$ cat config.mk
export PLATFORM = sky130hd
export DESIGN_NAME = svseq_top
export DESIGN_NICKNAME = d
export VERILOG_FILES = /design/src/rtl/svseq_pkg.sv /design/src/rtl/svseq_ctrl.sv /design/src/rtl/svseq_opnd.sv /design/src/rtl/svseq_dpath.sv /design/src/rtl/svseq_top.sv
export SDC_FILE = /design/constraint.sdc
export NUM_CORES = 1
export LEC_CHECK = 0
export ABC_AREA = 0
export BUFFER_PORTS_ARGS = -buffer_cell sky130_fd_sc_hd__buf_4
export CAP_MARGIN = 30
export CORE_UTILIZATION = 54
export DETAILED_ROUTE_END_ITERATION = 10
export PLACE_DENSITY_LB_ADDON = 0.1
export SKIP_CTS_REPAIR_TIMING = 1
export SYNTH_ARGS = -nofsm -noshare
export SYNTH_HDL_FRONTEND = slang
export SYNTH_SLANG_ARGS = --single-unit
$ cat constraint.sdc
create_clock -name clk -period 3.1 [get_ports clk]
set_input_delay 0.465 -clock clk [delete_from_list [all_inputs] [get_ports clk]]
set_output_delay 0.465 -clock clk [all_outputs]
set_load 0.01 [all_outputs]
$ cat src/rtl/svseq_pkg.sv
package svseq_pkg;
  typedef enum logic [1:0] {
    ST_IDLE = 2'd0,
    ST_RUN  = 2'd1,
    ST_ERR  = 2'd2
  } seqState_t;

  typedef struct packed {
    logic load;  // capture operands, clear offset
    logic step;  // advance offset by stride
  } ctrlStrobes_t;
endpackage

$ cat src/rtl/svseq_ctrl.sv
module svseq_ctrl
  import svseq_pkg::*;
#(
  parameter int LEN_W = 3
) (
  input  logic             clk,
  input  logic             rstN,
  input  logic             start,
  input  logic [1:0]       strideCode,
  input  logic [LEN_W-1:0] vecLenM1,
  output ctrlStrobes_t     strobes,
  output logic             addrValid,
  output logic [LEN_W-1:0] iterIdx,
  output logic             done,
  output logic             strideErr,
  output logic             busy
);
  seqState_t stateQ, stateD;
  logic [LEN_W-1:0] cntQ, lenQ;
  logic strideOk, lastIter;

  assign strideOk = (strideCode == 2'b00) || (strideCode == 2'b11);
  assign lastIter = (cntQ == lenQ);

  always_comb begin
    stateD       = stateQ;
    strobes      = '0;
    case (stateQ)
      ST_IDLE: if (start) begin
        strobes.load = strideOk;
        stateD       = strideOk ? ST_RUN : ST_ERR;
      end
      ST_RUN: begin
        if (lastIter) stateD = ST_IDLE;
        else          strobes.step = 1'b1;
      end
      ST_ERR:  stateD = ST_IDLE;
      default: stateD = ST_IDLE;
    endcase
  end

  always_ff @(posedge clk or negedge rstN) begin
    if (!rstN) begin
      stateQ <= ST_IDLE;
      cntQ   <= '0;
      lenQ   <= '0;
    end else begin
      stateQ <= stateD;
      if (strobes.load) begin
        cntQ <= '0;
        lenQ <= vecLenM1;
      end else if (strobes.step) begin
        cntQ <= cntQ + 1'b1;
      end
    end
  end

  assign addrValid = (stateQ == ST_RUN);
  assign iterIdx   = addrValid ? cntQ : '0;
  assign strideErr = (stateQ == ST_ERR);
  assign done      = (addrValid && lastIter) || strideErr;
  assign busy      = (stateQ != ST_IDLE);
endmodule

$ cat src/rtl/svseq_opnd.sv
module svseq_opnd #(
  parameter int ADDR_W     = 5,
  parameter int OFF_W      = 3,
  parameter bit CAN_FREEZE = 1'b0
) (
  input  logic              clk,
  input  logic              rstN,
  input  logic              load,
  input  logic [ADDR_W-1:0] baseIn,
  input  logic              isDouble,
  input  logic              dblQ,
  input  logic [OFF_W-1:0]  offset,
  output logic [ADDR_W-1:0] addr
);
  localparam logic [ADDR_W-1:0] MASK_SP = ADDR_W'((1 << OFF_W) - 1);
  localparam logic [ADDR_W-1:0] MASK_DP = ADDR_W'((1 << (OFF_W - 1)) - 1);

  logic [ADDR_W-1:0] baseQ, mask, offExt, sum;
  logic frozen;

  always_ff @(posedge clk or negedge rstN) begin
    if (!rstN)     baseQ <= '0;
    else if (load) baseQ <= isDouble ? {1'b0, baseIn[ADDR_W-2:0]} : baseIn;
  end

  assign mask   = dblQ ? MASK_DP : MASK_SP;
  assign offExt = {{(ADDR_W-OFF_W){1'b0}}, offset};
  assign sum    = baseQ + offExt;

  generate
    if (CAN_FREEZE) begin : g_frz
      assign frozen = ((baseQ & ~mask) == '0);
    end else begin : g_nofrz
      assign frozen = 1'b0;
    end
  endgenerate

  assign addr = frozen ? baseQ : ((baseQ & ~mask) | (sum & mask));
endmodule

$ cat src/rtl/svseq_dpath.sv
module svseq_dpath
  import svseq_pkg::*;
#(
  parameter int ADDR_W = 5,
  parameter int OFF_W  = 3
) (
  input  logic              clk,
  input  logic              rstN,
  input  ctrlStrobes_t      strobes,
  input  logic              isDouble,
  input  logic [1:0]        strideCode,
  input  logic [ADDR_W-1:0] baseD,
  input  logic [ADDR_W-1:0] baseN,
  input  logic [ADDR_W-1:0] baseM,
  output logic [ADDR_W-1:0] dAddr,
  output logic [ADDR_W-1:0] nAddr,
  output logic [ADDR_W-1:0] mAddr
);
  localparam int NUM_OPND = 3;

  logic              dblQ;
  logic [OFF_W-1:0]  offQ, stepQ;
  logic [ADDR_W-1:0] baseAll [NUM_OPND];
  logic [ADDR_W-1:0] addrAll [NUM_OPND];

  always_ff @(posedge clk or negedge rstN) begin
    if (!rstN) begin
      dblQ  <= 1'b0;
      offQ  <= '0;
      stepQ <= '0;
    end else if (strobes.load) begin
      dblQ  <= isDouble;
      offQ  <= '0;
      stepQ <= (strideCode == 2'b11) ? OFF_W'(2) : OFF_W'(1);
    end else if (strobes.step) begin
      offQ  <= offQ + stepQ;
    end
  end

  assign baseAll[0] = baseD;
  assign baseAll[1] = baseN;
  assign baseAll[2] = baseM;

  generate
    for (genvar g = 0; g < NUM_OPND; g++) begin : g_opnd
      svseq_opnd #(
        .ADDR_W(ADDR_W), .OFF_W(OFF_W), .CAN_FREEZE(g == NUM_OPND - 1)
      ) opnd_i (
        .clk(clk), .rstN(rstN), .load(strobes.load), .baseIn(baseAll[g]),
        .isDouble(isDouble), .dblQ(dblQ), .offset(offQ), .addr(addrAll[g])
      );
    end
  endgenerate

  assign dAddr = addrAll[0];
  assign nAddr = addrAll[1];
  assign mAddr = addrAll[2];
endmodule

$ cat src/rtl/svseq_top.sv
module svseq_top
  import svseq_pkg::*;
#(
  parameter int NUM_BANKS = 4,
  parameter int BANK_REGS = 8,
  parameter int MAX_LEN   = 8
) (
  input  logic       clk,
  input  logic       rstN,
  input  logic       start,
  input  logic       isDouble,
  input  logic [1:0] strideCode,
  input  logic [2:0] vecLenM1,
  input  logic [4:0] baseD,
  input  logic [4:0] baseN,
  input  logic [4:0] baseM,
  output logic [4:0] dAddr,
  output logic [4:0] nAddr,
  output logic [4:0] mAddr,
  output logic       addrValid,
  output logic [2:0] iterIdx,
  output logic       done,
  output logic       strideErr,
  output logic       busy
);
  localparam int ADDR_W = $clog2(NUM_BANKS * BANK_REGS);
  localparam int OFF_W  = $clog2(BANK_REGS);
  localparam int LEN_W  = $clog2(MAX_LEN);

  ctrlStrobes_t strobes;

  svseq_ctrl #(.LEN_W(LEN_W)) ctrl_i (
    .clk(clk), .rstN(rstN), .start(start), .strideCode(strideCode),
    .vecLenM1(vecLenM1), .strobes(strobes), .addrValid(addrValid),
    .iterIdx(iterIdx), .done(done), .strideErr(strideErr), .busy(busy)
  );

  svseq_dpath #(.ADDR_W(ADDR_W), .OFF_W(OFF_W)) dpath_i (
    .clk(clk), .rstN(rstN), .strobes(strobes), .isDouble(isDouble),
    .strideCode(strideCode), .baseD(baseD), .baseN(baseN), .baseM(baseM),
    .dAddr(dAddr), .nAddr(nAddr), .mAddr(mAddr)
  );
endmodule

# After elaboration in Yosys (flattened, before gate mapping)
# Cells that the tools add are included.
dict set report op_classes {
  add_sub_neg 5
  n_eq_ne 6
  muxes 19
  bitwise 10
  reduce_logical 9
}
# operator n
set op_table {}
lappend op_table {{5-bit AND} 5}
lappend op_table {{5-bit 2-to-1 mux} 4}
lappend op_table {{3-bit 2-to-1 mux} 6}
lappend op_table {{5-bit by 3-bit adder with 5-bit output} 3}
lappend op_table {{5-bit OR} 3}
lappend op_table {{2-bit 2-to-1 mux} 4}
lappend op_table {{5-bit by 3-bit AND with 5-bit output} 1}
lappend op_table {{5-bit zero test} 1}
lappend op_table {{5-bit NOT} 1}
lappend op_table {{2-bit equality test (second input constant)} 2}
lappend op_table {{2-bit zero test} 2}
lappend op_table {{1-bit 2-to-1 mux} 4}
lappend op_table {{2-bit != test (second input constant)} 2}
lappend op_table {{2-bit one-hot mux with 2 select lines} 1}
lappend op_table {{2-bit nonzero test} 2}
lappend op_table {{3-bit by 1-bit adder with 3-bit output (second input constant)} 1}
lappend op_table {{3-bit adder} 1}
lappend op_table {{3-bit equality test} 1}
lappend op_table {{2-bit by 1-bit equality test with 1-bit output (second input constant)} 1}
lappend op_table {{1-bit logical OR} 2}
lappend op_table {{2-bit AND reduction} 1}
lappend op_table {{1-bit logical AND} 1}
dict set report word_totals {
  reg_bits 30
  in_bits 24
  out_inout_bits 22
  word_cells 58
}

# Logic depth before layout (Yosys ltp)
dict set report logic_depth {
  depth_word 5
  mapped_depth 5
  ltp_nobuf 5
}

# By module
# From an unflattened synthesis, not the netlist that was laid out.
dict set report hier_totals {
  hier_cells 124
  hier_area_um2 1547.7
}
# mod n_inst cells_per_inst area_each_um2 seq_area_each_um2
set modules_own_cells {}
lappend modules_own_cells {{svseq_opnd (dpath_i.g_opnd[0].opnd_i ...)} 2 19 252.7 125.1}
lappend modules_own_cells {svseq_ctrl 1 38 441.7 200.2}
lappend modules_own_cells {svseq_dpath 1 25 305.3 150.1}
lappend modules_own_cells {{svseq_opnd (dpath_i.g_opnd[2].opnd_i)} 1 23 295.3 125.1}

# Worst setup path after synthesis
# OpenSTA, ideal clock, no wires.
dict set report synth_timing {
  path_type {register to output}
  startpoint {register dpath_i.offQ[0]}
  endpoint {output port mAddr[2]}
  t_arrival_ns 1.509
  t_required_ns 2.635
  slack_ns 1.126
  stages_incl_launch_ff 6
  path_buffers 0
  cell_sequence {dfrtp_1 > ha_1 > fa_1 > xnor2_1 > nor3_1 > xor2_1}
}
dict set report synth_via {
  elab_chain_cells 4
}
# element line
set synth_lines {}
lappend synth_lines {{start, declared} svseq_dpath.sv:22} ;# logic [OFF_W-1:0] offQ, stepQ;
lappend synth_lines {{start signal, assigned} svseq_dpath.sv:36} ;# offQ <= offQ + stepQ;
lappend synth_lines {{5-bit by 3-bit adder with 5-bit output} svseq_opnd.sv:28} ;# assign sum = baseQ + offExt;
lappend synth_lines {{5-bit AND} svseq_opnd.sv:38} ;# assign addr = frozen ? baseQ : ((baseQ & ~mask) | (sum & mask));
lappend synth_lines {{5-bit OR} svseq_opnd.sv:38}
lappend synth_lines {{5-bit 2-to-1 mux} svseq_opnd.sv:38}
lappend synth_lines {{end, declared} svseq_top.sv:19} ;# output logic [4:0] mAddr,
# Every way passes these cells.

# Worst setup path after layout
# Same ends and word-level chain as after synthesis.

==> flow_summary.ini <==
[synthesis]
synth_top_area_cell = dfrtp_1
yosys-top-cells-area = dfrtp_1, nand2_1, fa_1, ha_1, buf_4
synth.top_cell.area_share = 0.4746
synth-edff-count = 0
ys_ff_latch = 29
yosysUniqueCellTypes = 29
ys_async_sr_fraction = 1.000
ys_warn_count = 0
syn_area_sq_mm = 0.001529
synthesis.nets = 194
ys_seq_area_frac = 0.4746
synthCells = 160
avgSynthCellArea_sq_um = 9.556
synth_ff_type = dfrtp_1

[sta]
maxSlewHeadroom = 0.5434
fin_crit_ns = 2.474
setup_viol = 0
post-route-period-util = 0.7981
finalClockSkew_ns = 0.01291
worstMarginPinSlew_ns = 0.6820
rsz0062_at_grt = false
worst_hold_slack_ns = 0.03010
report.final.slew_viol_count = 0
finalHoldViolCount = 0
fmax_mhz = 404.2
tns_ns = 0

[critical_path]
r2r_start = ctrl_i.stateQ[1]
worstPathRequired_ns = 2.63
path_max_fanout = 5
crit_arrival_ns = 2.01
rrSetupSlack_ns = 1.46
crit_start = dpath_i.offQ[0]
rr_worst_depth = 4
start_kind = flop
endpoint = mAddr[2]
r2r_end = dpath_i.g_opnd[0].opnd_i.baseQ[4]
end_kind = output port
critPathKind = flop to output port

[layout]
n_antenna_cell = 0
regArea_sq_um = 725.7
fillers = 189
syn_to_final_growth_pct = 25.70
multi_input_area_sq_um = 716.9
drive_above_1_share = 0.2906
nNetsFinal = 236

[route]
firstDrtPassIters = 4
wl_per_cell_um = 13.19
via_per_inst = 5.086
vias = 1185
drc = 0
first_iter_violations = 28
antenna_left = 0
routed_wl_um = 3074

[die]
die_area_sq_mm = 0.003048
io_pins = 46
core_sq_mm = 0.002567
die_h_um = 55.21
start_util = 0.5955
die-width_um = 55.21
std_cell_rows = 18

[global_routing]
overflow = 0
grt_max_degree = 30
antenna_found_initial = 0
grt_pass1_wl_um = 5119
grt_pass1_vias = 1144
track_usage = 0.2203

[cts]
clk-insertion-delay-late_ns = 0.33
clock-sinks = 29
clockBufferDepth = 2
clock-root-buffer = clkbuf_4
cts_tree = yes
h-tree-depth = 2
cts_buffers = 5
path_clk_slew_ns = 0.09

[pwr]
internal_power_w = 0.001192
powerDensity_mw_per_mm2 = 1039
comb_power_share = 0.507
pwr-share-seq = 0.362
net-switching-power_w = 0.0008037
pwr-share-clk = 0.131
ir_drop_mv = 0.7551
swShare = 0.4027
power_leakage_nw = 1.072

[run_status]
status = complete, no violations

[worst_hold_path]
hold_class = input pin to async pin

[placement]
gp_congestion = 0.7788
numPortBuffers = 45
hpwlAfterDp_um = 2288

[flow_run]
max_cap_violations = 0
critical path: stages, from the launching register on:
cell	delay, ns
dfrtp_1	0.45
ha_1	0.22
fa_1	0.38
xnor2_1	0.13
nor3_1	0.17
xor2_1	0.18
buf_4	0.14
cell families after synthesis:
kind of cell | count (synthesis) | synth area share
buffers and inverters | 17 | 0.06219
adder cells (fa/ha/maj) | 10 | 0.1015
multiplexers | 3 | 0.02128
flip-flops | 29 | 0.4746
XOR/XNOR | 9 | 0.05156
AO/OA/AOI/OAI | 11 | 0.05483
AND/OR/NAND/NOR | 81 | 0.2340
per-layer routing:
| layer | GRT usage | routed length (um) |
|---|---|---|
| met1 | 0.2813 | 1370 |
| met2 | 0.3511 | 1490 |
| met3 | 0.05152 | 146 |
| met4 | 0.1107 | 66 |
| met5 | 0 | 0 |
sequential cells by signal, indices dropped and copies added, names as in the netlist:
| signal | cells |
|---|---|
| ctrl_i.cntQ | 3 |
| dpath_i.dblQ | 1 |
| ctrl_i.lenQ | 3 |
| ctrl_i.stateQ | 2 |
| dpath_i.g_opnd.opnd_i.baseQ | 15 |
| dpath_i.stepQ | 2 |
| dpath_i.offQ | 3 |
through the flow:
step                worst slack [ns]  cell area (sq um)  total power, W  instances  utilization
CTS                           0.6214               1922        0.002018        233       0.7485
global placement               1.034               1852        0.001704        225       0.7212
detailed placement             1.002               1852        0.001750        225       0.7212
finish                        0.6259               1922        0.001996        233       0.7485
floorplan                      1.126               1529        0.001363        160            -
global route                  0.4752               1922        0.002167        233       0.7485
cells in the final DEF (no fill, tap or decap), types with 4 or more instances in the layout:
cell type,synthesis,layout
nand3_1,4,4
fa_1,4,4
buf_4,7,47
nand2_1,59,59
nor2_1,4,4
ha_1,6,6
dfrtp_1,29,29
inv_1,5,5
xor2_1,6,6
nand3b_1,4,4
o21ai_0,5,5
clkbuf_4,0,5
cell type report:
cell class	count	share of cell area
Inverter	5	0.009766
Tap cell	30	0.01953
Sequential cell	29	0.3776
Clock buffer	7	0.03385
Timing Repair Buffer	47	0.1836
Clock inverter	1	0.002604
Multi-Input combinational cell	114	0.3730
synthesized netlist by cell type, drive strengths merged (2+ instances only):
cell	n
nand3	4
mux2	2
nor2	4
nand2	59
buf	10
and2	3
o21ai	5
fa	4
nand3b	4
dfrtp	29
ha	6
a21o	2
o31ai	2
clkbuf	2
nor3	2
xnor2	3
inv	5
xor2	6
how the worst min path moves through the flow:
stage | startpoint | endpoint | depth (start not counted)
after global routing | rstN | dpath_i.g_opnd[2].opnd_i.baseQ[1] | 1
after detailed placement | rstN | ctrl_i.stateQ[1] | 1
final | rstN | ctrl_i.stateQ[1] | 1
after global placement | rstN | ctrl_i.stateQ[1] | 1
after CTS | rstN | dpath_i.g_opnd[2].opnd_i.baseQ[3] | 1
after floorplan | rstN | ctrl_i.cntQ[0] | 0
power by group through the flow:
stage / clock network [W] / registers, W / logic, W
after detailed placement: 0 / 0.000732 / 0.00102
after CTS: 0.000272 / 0.000724 / 0.00102
after global routing: 0.000290 / 0.000753 / 0.00112
after floorplan: 0 / 0.000680 / 0.000683
final: 0.000262 / 0.000722 / 0.00101
after global placement: 0 / 0.000722 / 0.000982
(Power assumes the default switching activity.)
